`src/rtl/dcs_pkg.sv`:
```
package dcs_pkg;
  typedef enum logic [2:0] {
    ST_IDLE,
    ST_MUTE_WAIT,
    ST_APPLY,
    ST_SETTLE_WAIT,
    ST_RELEASE
  } seq_state_t;
endpackage

```
`src/rtl/dcs_tick_counter.sv`:
```
module dcs_tick_counter #(
  parameter int LIMIT = 300
) (
  input  logic clk,
  input  logic rst_n,
  input  logic run,
  input  logic tick,
  output logic reached
);
  localparam int CW = $clog2(LIMIT + 1);

  logic [CW-1:0] cnt_q, cnt_d;
  logic          last_tick;

  assign last_tick = run && tick && (cnt_q == CW'(LIMIT - 1));
  assign reached   = last_tick;

  always_comb begin
    cnt_d = cnt_q;
    if (!run)
      cnt_d = '0;
    else if (tick && !last_tick)
      cnt_d = cnt_q + 1'b1;
    else if (last_tick)
      cnt_d = '0;
  end

  always_ff @(posedge clk or negedge rst_n) begin
    if (!rst_n) cnt_q <= '0;
    else        cnt_q <= cnt_d;
  end
endmodule

```
`src/rtl/dcs_seq_fsm.sv`:
```
module dcs_seq_fsm
  import dcs_pkg::*;
(
  input  logic clk,
  input  logic rst_n,
  input  logic start,
  input  logic wait_hit,
  output logic count_run,
  output logic capture,
  output logic apply,
  output logic mute,
  output logic busy,
  output logic done
);
  seq_state_t state_q, state_d;
  logic       mute_q, mute_d;

  assign capture   = (state_q == ST_IDLE) && start;
  assign apply     = (state_q == ST_APPLY);
  assign count_run = (state_q == ST_MUTE_WAIT) || (state_q == ST_SETTLE_WAIT);
  assign busy      = (state_q != ST_IDLE);
  assign done      = (state_q == ST_RELEASE);
  assign mute      = mute_q;

  always_comb begin
    state_d = state_q;
    unique case (state_q)
      ST_IDLE:        if (start)    state_d = ST_MUTE_WAIT;
      ST_MUTE_WAIT:   if (wait_hit) state_d = ST_APPLY;
      ST_APPLY:                     state_d = ST_SETTLE_WAIT;
      ST_SETTLE_WAIT: if (wait_hit) state_d = ST_RELEASE;
      ST_RELEASE:                   state_d = ST_IDLE;
      default:                      state_d = ST_IDLE;
    endcase
  end

  always_comb begin
    mute_d = mute_q;
    if (capture)                  mute_d = 1'b1;
    else if (state_q == ST_RELEASE) mute_d = 1'b0;
  end

  always_ff @(posedge clk or negedge rst_n) begin
    if (!rst_n) begin
      state_q <= ST_IDLE;
      mute_q  <= 1'b0;
    end else begin
      state_q <= state_d;
      mute_q  <= mute_d;
    end
  end
endmodule

```
`src/rtl/dcs_cfg_hold.sv`:
```
module dcs_cfg_hold #(
  parameter int              DIV_W   = 4,
  parameter int              OSR_W   = 3,
  parameter logic [DIV_W-1:0] DEF_DIV = 4'd1,
  parameter logic [OSR_W-1:0] DEF_OSR = 3'd2
) (
  input  logic             clk,
  input  logic             rst_n,
  input  logic             capture,
  input  logic             apply,
  input  logic [DIV_W-1:0] req_div,
  input  logic [OSR_W-1:0] req_osr,
  output logic [DIV_W-1:0] cur_div,
  output logic [OSR_W-1:0] cur_osr
);
  localparam int CFG_W = DIV_W + OSR_W;

  logic [CFG_W-1:0] pend_q, pend_d;
  logic [CFG_W-1:0] cur_q, cur_d;

  always_comb begin
    pend_d = pend_q;
    if (capture) pend_d = {req_div, req_osr};
  end

  always_comb begin
    cur_d = cur_q;
    if (apply) cur_d = pend_q;
  end

  always_ff @(posedge clk or negedge rst_n) begin
    if (!rst_n) begin
      pend_q <= {DEF_DIV, DEF_OSR};
      cur_q  <= {DEF_DIV, DEF_OSR};
    end else begin
      pend_q <= pend_d;
      cur_q  <= cur_d;
    end
  end

  assign cur_div = cur_q[CFG_W-1:OSR_W];
  assign cur_osr = cur_q[OSR_W-1:0];
endmodule

```
`src/rtl/dcs_mute_gate.sv`:
```
module dcs_mute_gate #(
  parameter int CHANNELS = 2,
  parameter int CH_W     = 16
) (
  input  logic                     mute,
  input  logic [CHANNELS*CH_W-1:0] din,
  output logic [CHANNELS*CH_W-1:0] dout
);
  for (genvar ch = 0; ch < CHANNELS; ch++) begin : g_ch
    assign dout[ch*CH_W +: CH_W] = mute ? '0 : din[ch*CH_W +: CH_W];
  end
endmodule

```
`src/rtl/dac_clkswitch_seq.sv`:
```
module dac_clkswitch_seq #(
  parameter int               CHANNELS     = 2,
  parameter int               CH_W         = 16,
  parameter int               DIV_W        = 4,
  parameter int               OSR_W        = 3,
  parameter int               SETTLE_TICKS = 300,
  parameter logic [DIV_W-1:0] DEF_DIV      = 4'd1,
  parameter logic [OSR_W-1:0] DEF_OSR      = 3'd2
) (
  input  logic                     clk,
  input  logic                     rst_n,
  input  logic                     fs_tick,
  input  logic [CHANNELS*CH_W-1:0] smp_in,
  input  logic                     start,
  input  logic [DIV_W-1:0]         req_div,
  input  logic [OSR_W-1:0]         req_osr,
  output logic                     busy,
  output logic                     done,
  output logic                     muted,
  output logic [CHANNELS*CH_W-1:0] smp_out,
  output logic [DIV_W-1:0]         cur_div,
  output logic [OSR_W-1:0]         cur_osr
);
  logic count_run, wait_hit, capture, apply, mute;

  dcs_tick_counter #(.LIMIT(SETTLE_TICKS)) u_cnt (
    .clk(clk), .rst_n(rst_n), .run(count_run), .tick(fs_tick), .reached(wait_hit)
  );

  dcs_seq_fsm u_fsm (
    .clk(clk), .rst_n(rst_n), .start(start), .wait_hit(wait_hit),
    .count_run(count_run), .capture(capture), .apply(apply),
    .mute(mute), .busy(busy), .done(done)
  );

  dcs_cfg_hold #(
    .DIV_W(DIV_W), .OSR_W(OSR_W), .DEF_DIV(DEF_DIV), .DEF_OSR(DEF_OSR)
  ) u_cfg (
    .clk(clk), .rst_n(rst_n), .capture(capture), .apply(apply),
    .req_div(req_div), .req_osr(req_osr), .cur_div(cur_div), .cur_osr(cur_osr)
  );

  dcs_mute_gate #(.CHANNELS(CHANNELS), .CH_W(CH_W)) u_gate (
    .mute(mute), .din(smp_in), .dout(smp_out)
  );

  assign muted = mute;
endmodule

```
`config.mk`:
```
export PLATFORM = sky130hd
export DESIGN_NAME = dac_clkswitch_seq
export DESIGN_NICKNAME = d
export VERILOG_FILES = /design/src/rtl/dcs_pkg.sv /design/src/rtl/dcs_tick_counter.sv /design/src/rtl/dcs_seq_fsm.sv /design/src/rtl/dcs_cfg_hold.sv /design/src/rtl/dcs_mute_gate.sv /design/src/rtl/dac_clkswitch_seq.sv
export SDC_FILE = /design/constraint.sdc
export NUM_CORES = 1
export LEC_CHECK = 0
export ABC_AREA = 1
export BUFFER_PORTS_ARGS = -buffer_cell sky130_fd_sc_hd__buf_2
export CORE_ASPECT_RATIO = 1.25
export CORE_MARGIN = 5
export CORE_UTILIZATION = 30
export DETAILED_ROUTE_END_ITERATION = 10
export HOLD_SLACK_MARGIN = 0.15
export PLACE_DENSITY_LB_ADDON = 0.3
export SLEW_MARGIN = 5
export SYNTH_ARGS = -nofsm -noshare
export SYNTH_HDL_FRONTEND = slang
export SYNTH_SLANG_ARGS = --single-unit
```
`constraint.sdc`:
```
create_clock -name clk -period 3.1 [get_ports clk]
set_input_delay 0.62 -clock clk [delete_from_list [all_inputs] [get_ports clk]]
set_output_delay 0.62 -clock clk [all_outputs]
set_load 0.02 [all_outputs]
```
# Word level (Yosys, flattened, before mapping)
# Cells that the tools add are included.
# classes
n_reduce_logical,10
addsub,1
n_eq_ne,9
n_mux,11
# ops
op,n
$mux W16,2
$mux W9,3
$pmux W3 S4,1
$add A9 B1 Y9 const B,1
$eq A9 B9 Y1 const B,1
$mux W3,3
$eq A3 B2 Y1 const B,2
$ne A2 B2 Y1 const B,3
$logic_and A1 B1 Y1,4
$eq A3 B1 Y1 const B,1
$eq A3 B3 Y1 const B,1
$logic_not A3 Y1,1
$ne A3 B3 Y1 const B,1
$reduce_and A3 Y1,1
$reduce_bool A3 Y1,1
$mux W1,2
$reduce_bool A2 Y1,1
$logic_not A1 Y1,1
$logic_or A1 B1 Y1,1
# word_totals
reg_bits,27
input_bits,43
elab_cells,36
output_inout_bits,42

# Logic depth before layout (Yosys ltp)
# Gate-level depths: netlist (run 1).
# logic_depth
depth_word,8
depth_mapped,8
mapped_depth_nobuf,8

# Hierarchy
# From an unflattened synthesis (run 1), not the netlist that was laid out.
# hier_totals
cells_unflattened,240
hier_area_um2,1654.1
# by_module_without_submodules
module,area_per_inst_um2,n_inst,seq_area_each_um2,cells_each
dcs_tick_counter,609.3,1,225.2,84
dcs_cfg_hold,543.0,1,355.3,60
dcs_mute_gate,274.0,1,0.0,67
dcs_seq_fsm,227.7,1,100.1,29

# Worst setup path after synthesis (run 1)
# Ideal clock, no wire load.
# synth_path
kind,flip-flop to output port
start,register u_fsm.mute_q (netlist: u_fsm.mute)
end,output smp_out[0]
path_stages_with_launch,4
t_arrival_ps,1116
n_path_buf,2
t_required_ps,2480
setup_slack_ps,1364
path_cell_list,dfrtp_1 > clkbuf_1 > clkbuf_1 > nor2_1
# synth_between
elab_chain_len,1
# synth_rtl
item,line_no,rtl
start: declaration,dcs_seq_fsm.sv:16,"logic mute_q, mute_d;"
start signal: assignment,dcs_seq_fsm.sv:49,mute_q <= mute_d;
$mux W16,dcs_mute_gate.sv:10,assign dout[ch*CH_W +: CH_W] = mute ? '0 : din[ch*CH_W +: CH_W];
end: declaration,dac_clkswitch_seq.sv:20,"output logic [CHANNELS*CH_W-1:0] smp_out,"
# Every way passes these cells.

# Worst setup path after layout (run 1)
# layout_path
start,register u_fsm.mute_q (netlist: u_fsm.mute)
end,output smp_out[5]
# Same word-level chain as after synthesis.

==> results of run 1 <==
-- logic make-up after synthesis --
group,after synthesis
compound gates,18
buf+inv,61
xor+xnor,3
mux,4
fa+ha+maj,1
simple gates,115
flops,27
-- power breakdown --
| part | internal, mW | total, mW | switching (mW) |
|---|---|---|---|
| Combinational | 0.0730 | 0.164 | 0.0907 |
| Clock | 0.0944 | 0.212 | 0.118 |
| Sequential | 0.380 | 0.422 | 0.0428 |
| Total | 0.547 | 0.798 | 0.251 |
-- routing by layer --
layer / GRT usage / wire length [um] / vias up
met3: 0.04031 / 476 / 4
met4: 0.02149 / 25 / 0
li1: - / - / 840
met5: 0 / 0 / -
met2: 0.2008 / 1882 / 71
met1: 0.1265 / 1568 / 715
-- worst max-delay path, cell delays in order, from the launching register on --
cell     delay (ns)
dfrtp_1        0.96
nor2_1         0.12
buf_2          0.20
-- state kept, by name, indices dropped and copies added, names as in the netlist --
name	flops
u_cfg.cur_q	7
u_cfg.pend_q	7
u_cnt.cnt_q	9
u_fsm.mute	1
u_fsm.state_q	3
-- synth_stat cells --
master,number
inv_1,48
nor2_1,40
nand2_1,39
dfrtp_1,23
nor2_2,10
nand3_1,9
inv_2,6
o21ai_1,6
o21ai_2,6
a21oi_2,5
nand2_2,5
nand4_1,5
dfstp_2,4
mux2_4,4
buf_2,3
clkbuf_1,2
nor2_4,2
xor2_1,2
and3_1,1
buf_4,1
buf_6,1
ha_1,1
nand2_4,1
nand3_4,1
nand3b_1,1
nor3_1,1
o21ai_0,1
xnor2_1,1
-- worst max-delay path by stage --
| stage | slack [ns] | start | endpoint |
|---|---|---|---|
| after floorplan | 1.36 | u_fsm.mute | smp_out[0] |
| after global routing | 0.71 | u_fsm.mute | smp_out[9] |
| after global placement | 1.23 | u_fsm.mute | smp_out[12] |
| after CTS | 0.90 | u_fsm.mute | smp_out[12] |
| final | 0.91 | u_fsm.mute | smp_out[5] |
| after detailed placement | 1.22 | u_fsm.mute | smp_out[12] |
-- metrics by stage --
step	cells	instance area (um2)	total power [mW]	setup slack (ns)
2_1_floorplan	229	1692	0.5425	1.364
3_3_place_gp	370	2151	0.5913	1.231
3_5_place_dp	370	2151	0.5949	1.217
4_1_cts	374	2201	0.8098	0.9041
5_1_grt	374	2201	0.8509	0.7132
6_report	374	2201	0.7983	0.9096
-- layout make-up --
type	count	share of cell area
Timing Repair Buffer	84	0.1910
Inverter	54	0.09210
Sequential cell	27	0.3093
Multi-Input combinational cell	141	0.3485
Clock buffer	3	0.01876
Tap cell	64	0.03638
Clock inverter	1	0.003980
==> flow_summary_export.csv, run 1 <==
group,metric,value,unit
grt,grt_remaining_overflow,0,
floorplanning,initial_core_util,0.3108,
power,power_density,362.7,mW/mm2
layout,final_cell_mix,"buf_2 (84), inv_1 (48), nor2_1 (40)",
routing,vias_per_cell,4.358,
grt,grt_max_degree,35,
synthesis,yosys.area_share.simple,0.3173,
sta,rsz0062_at_grt,"false",
synthesis,yosys_warnings,0,
sta,whs,0.3303,ns
place,gp_congestion,0.7765,
cts,postCtsSetupRepairBufs,0,
critical_path,reg2reg_depth,8,
synthesis,synth_fa_ha_area_frac,0.007396,
sta,skew,0.007624,ns
critical_path,worst_ep_required_time,2.48,ns
floorplanning,dieArea,0.007250,mm2
synthesis,ys_types,28,
place,dpl.hpwl,3270,um
cts,cts_made_buffers,3,
sta,fin_crit,2.190,ns
critical_path,start_kind,"flop",
layout,multi_input_area,767.0,um2
run_status,status,"finished, final reports clean",
critical_path,r2r_end,"u_cnt.cnt_q[0]",
sta,finalSetupViolCount,0,
sta,slew_viol_final,0,
synthesis,synth_xor_area_frac,0.01553,
synthesis,synth_top_area_frac,0.3402,
synthesis,ys_ff_latch,27,
layout,fillers,552,
synthesis,synth_nets,273,
synthesis,muxShareOfSynthArea,0.03550,
critical_path,crit_fanout,34,
sta,slew-limit-headroom,0.3830,
layout,drive_gt1_frac,0.4258,
synthesis,synth_top_area_cell,"dfrtp_1",
synthesis,synth_area,0.001692,mm2
floorplanning,dieWidth,77.17,um
power,p_leak,1.340,nW
critical_path,arrival,1.57,ns
cts,cts_hold_buffers,0,
critical_path,timing.rr.start,"u_cnt.cnt_q[0]",
worst_hold_path,hold_path_class,"input port to asynchronous set/reset pin",
critical_path,r2r_setup_slack,1.62,ns
cts,cts-root-buf,"clkbuf_8",
grt,first_global_vias,1546,
cts,clock_sinks,27,
cts,clk_latency,0.28,ns
cts,ctsResizeCount,0,
floorplanning,die_h,93.96,um
cts,htree_levels,1,
synthesis,synthTopCellsByArea,"dfrtp_1 (34%), inv_1 (11%), nor2_1 (8.9%)",
routing,dr.pass1.iters,4,
sta,fin_tns_setup,0,ns
grt,antenna_found_initial,0,
cts,path_clk_slew,0.10,ns
critical_path,end_kind,"output port",
sta,min_period_over_period,0.7066,
run,maxCapViolCount,0,
synthesis,syn_inst,229,
synthesis,syn_avg_cell_area,7.387,um2
layout,post-route-util,0.4044,
routing,routed_wl,3952,um
floorplanning,coreArea,0.005443,mm2
grt,track_usage,0.1117,
floorplanning,fp-row-count,30,
routing,drc,0,
layout,layout_commonest_cell,"buf_2",
floorplanning,io_pins,85,
sta,fmaxAchievable,456.5,MHz
routing,drt.antenna.violating_nets,0,
layout,register_area,680.7,um2
routing,drt_iter0_drc,28,
routing,wl_per_cell,10.57,um
synthesis,synth_top_family_by_area,"simple AND/OR/NAND/NOR gates",
cts,tritoncts,"built",
layout,antenna_cells,0,
critical_path,critPathKind,"flop to output port",
synthesis,synth_compound_area_frac,0.07766,
cts,clk_path_buf_depth,2,
routing,num_vias,1630,
layout,syn_to_final_growth,30.10,%
grt,grt_pass1_wl,6879,um
sta,worst_pin_slew,0.9256,ns
synthesis,yosysSeqAreaShare,0.4024,
power,vdd_ir_drop_max,0.1949,mV
sta,final-hold-violation-count,0,
layout,nets,355,
place,port_buffers,84,
(Power assumes the default switching activity.)
==> run 2: changes to the inputs <==
==> constraint.sdc (replaced) <==
create_clock -name clk -period 2.2 [get_ports clk]
set_input_delay 0.44 -clock clk [delete_from_list [all_inputs] [get_ports clk]]
set_output_delay 0.44 -clock clk [all_outputs]
set_load 0.02 [all_outputs]
==> run 2 against run 1 <==
  * Critical endpoint is now smp_out[12]
  * Sequential cell count unchanged
  * Cell area about the same
  * Via count decreased by 0.25%
  * Core utilization about the same
  * Register-to-register slack got worse by 0.95 ns
  * Clock skew increased by 0.0013 ns
  * Sequential power increased by 41%
  * First-iteration DRC count increased by 29%
  * Total power increased by 41%
  * Largest cell class unchanged
  * Clock power increased by 42%
  * Highest routed layer unchanged
==> flow_summary_export.csv, run 2 (synthesis results as in run 1) <==
group,metric,value,unit
critical_path,start_kind,"flop",
sta,worst_pin_slew,0.5941,ns
place,dp_cells,370,
grt,track_usage,0.1189,
sta,worst_slack,0.5043,ns
floorplanning,dieArea,0.007250,mm2
cts,cts_hold_buffers,0,
grt,grt_pass1_wl,7251,um
cts,cts_made_buffers,3,
sta,final-hold-violation-count,0,
power,power.share.combinational,0.204,
place,placed_cell_area,0.002151,mm2
cts,cts-root-buf,"clkbuf_8",
sta,fin_tns_setup,0,ns
layout,drive_gt1_frac,0.4290,
sta,min_period_over_period,0.7708,
power,p_leak,1.340,nW
routing,routed_wl,4235,um
power,switching_share,0.3154,
sta,fin_crit,1.696,ns
layout,largest_reg_flops,9,
run_status,status,"finished, final reports clean",
cts,path_clk_slew,0.10,ns
grt,grt_max_degree,35,
cts,clk_latency,0.28,ns
layout,design_area,0.002202,mm2
layout,post-route-util,0.4046,
layout,final_cell_mix,"buf_2 (84), inv_1 (48), nor2_1 (40)",
sta,finalSetupViolCount,0,
power,vdd_ir_drop_max,0.2757,mV
cts,ctsResizeCount,0,
sta,fmaxAchievable,589.7,MHz
place,dpl.hpwl,3376,um
power,internal_power,0.7705,mW
sta,skew,0.008971,ns
floorplanning,initial_core_util,0.3108,
power,p_switching,0.3549,mW
critical_path,critPathKind,"flop to output port",
place,dpl_worst_slack,0.4967,ns
worst_hold_path,hold_path_class,"input port to asynchronous set/reset pin",
routing,vias_per_cell,4.348,
critical_path,crit_chain,"nor2_1 > buf_2",
sta,slew_viol_final,0,
floorplanning,die_h,93.96,um
place,gp_congestion,0.8016,
power,power,1.125,mW
power,power_density,511.1,mW/mm2
critical_path,crit_buf_inv,1,
floorplanning,dieWidth,77.17,um
sta,slew-limit-headroom,0.6039,
cts,tritoncts,"built",
layout,layout_commonest_cell,"buf_2",
routing,drt.antenna.violating_nets,0,
critical_path,crit_family,"flip-flops",
layout,finalNonFillerCells,374,
routing,dr.pass1.iters,4,
grt,antenna_found_initial,0,
grt,grt_remaining_overflow,0,
cts,clk_path_buf_depth,2,
routing,drc,0,
critical_path,end_kind,"output port",
grt,first_global_vias,1546,
layout,reg.largest.list,"u_cnt.cnt_q: 9 flops, u_cfg.cur_q: 7 flops, u_cfg.pend_q: 7 flops",
power,p_clk_frac,0.268,
critical_path,worst_ep_required_time,1.76,ns
critical_path,crit_fanout,34,
layout,syn_to_final_growth,30.18,%
run,maxCapViolCount,0,
critical_path,cp_slowest_stage_delay,0.70,ns
cts,clock_sinks,27,
routing,drt_iter0_drc,36,
critical_path,arrival,1.26,ns
sta,whs,0.1517,ns
place,port_buffers,84,
sta,rsz0062_at_grt,"false",
cts,htree_levels,1,
layout,fillers,561,
cts,postCtsSetupRepairBufs,0,
floorplanning,fp-row-count,30,
power,power_frac_seq,0.528,
layout,antenna_cells,0,
routing,wl_per_cell,11.32,um
layout,nets,355,
floorplanning,io_pins,85,
routing,num_vias,1626,
floorplanning,coreArea,0.005443,mm2
layout,top_register,"u_cnt.cnt_q",
critical_path,critPathSlowestCell,"dfrtp_2",
-- run 2: cell counts in the layout (fill, tap and decap cells not counted) --
Identical to the previous run, type by type.
-- run 2: final cells by class --
class                      count  area [um2]  area share
tap                           64       80.08     0.03636
clock inverter                 1       8.758    0.003977
inverter                      54       202.7     0.09205
clock buffer                   3       41.29     0.01875
sequential                    27       681.9      0.3097
multi-input combinational    141       767.0      0.3483
timing repair buffer          84       420.4      0.1909
-- run 2: path summary, 6_finish.rpt --
check | end | from | slack [ns] | cells past startpoint
max in group asynchronous | u_fsm.mute | rst_n | 1.62 | 1
setup / recovery | smp_out[12] | u_fsm.mute | 0.50 | 2
hold / removal | u_cnt.cnt_q[0] | rst_n | 0.15 | 1
setup reg to reg | u_cnt.cnt_q[8] | u_cnt.cnt_q[0] | 0.67 | 8
min in group clk | u_cfg.pend_q[3] | req_div[0] | 0.39 | 3
hold reg to reg | u_cfg.cur_q[1] | u_cfg.cur_q[1] | 0.49 | 2
-- run 2: per-layer routing --
metal / up-vias / global-route usage / wire length, um
li1: 842 / - / -
met1: 707 / 0.1393 / 1660
met2: 71 / 0.2093 / 2029
met3: 6 / 0.03935 / 490
met4: 0 / 0.02579 / 55
met5: - / 0 / 0
-- run 2: power groups by stage --
| stage | Clock (mW) | Sequential, mW | Combinational (mW) |
|---|---|---|---|
| after global routing | 0.333 | 0.605 | 0.266 |
| after CTS | 0.314 | 0.595 | 0.233 |
| after floorplan | 0 | 0.576 | 0.189 |
| after detailed placement | 0 | 0.604 | 0.233 |
| final | 0.301 | 0.594 | 0.230 |
| after global placement | 0 | 0.604 | 0.230 |
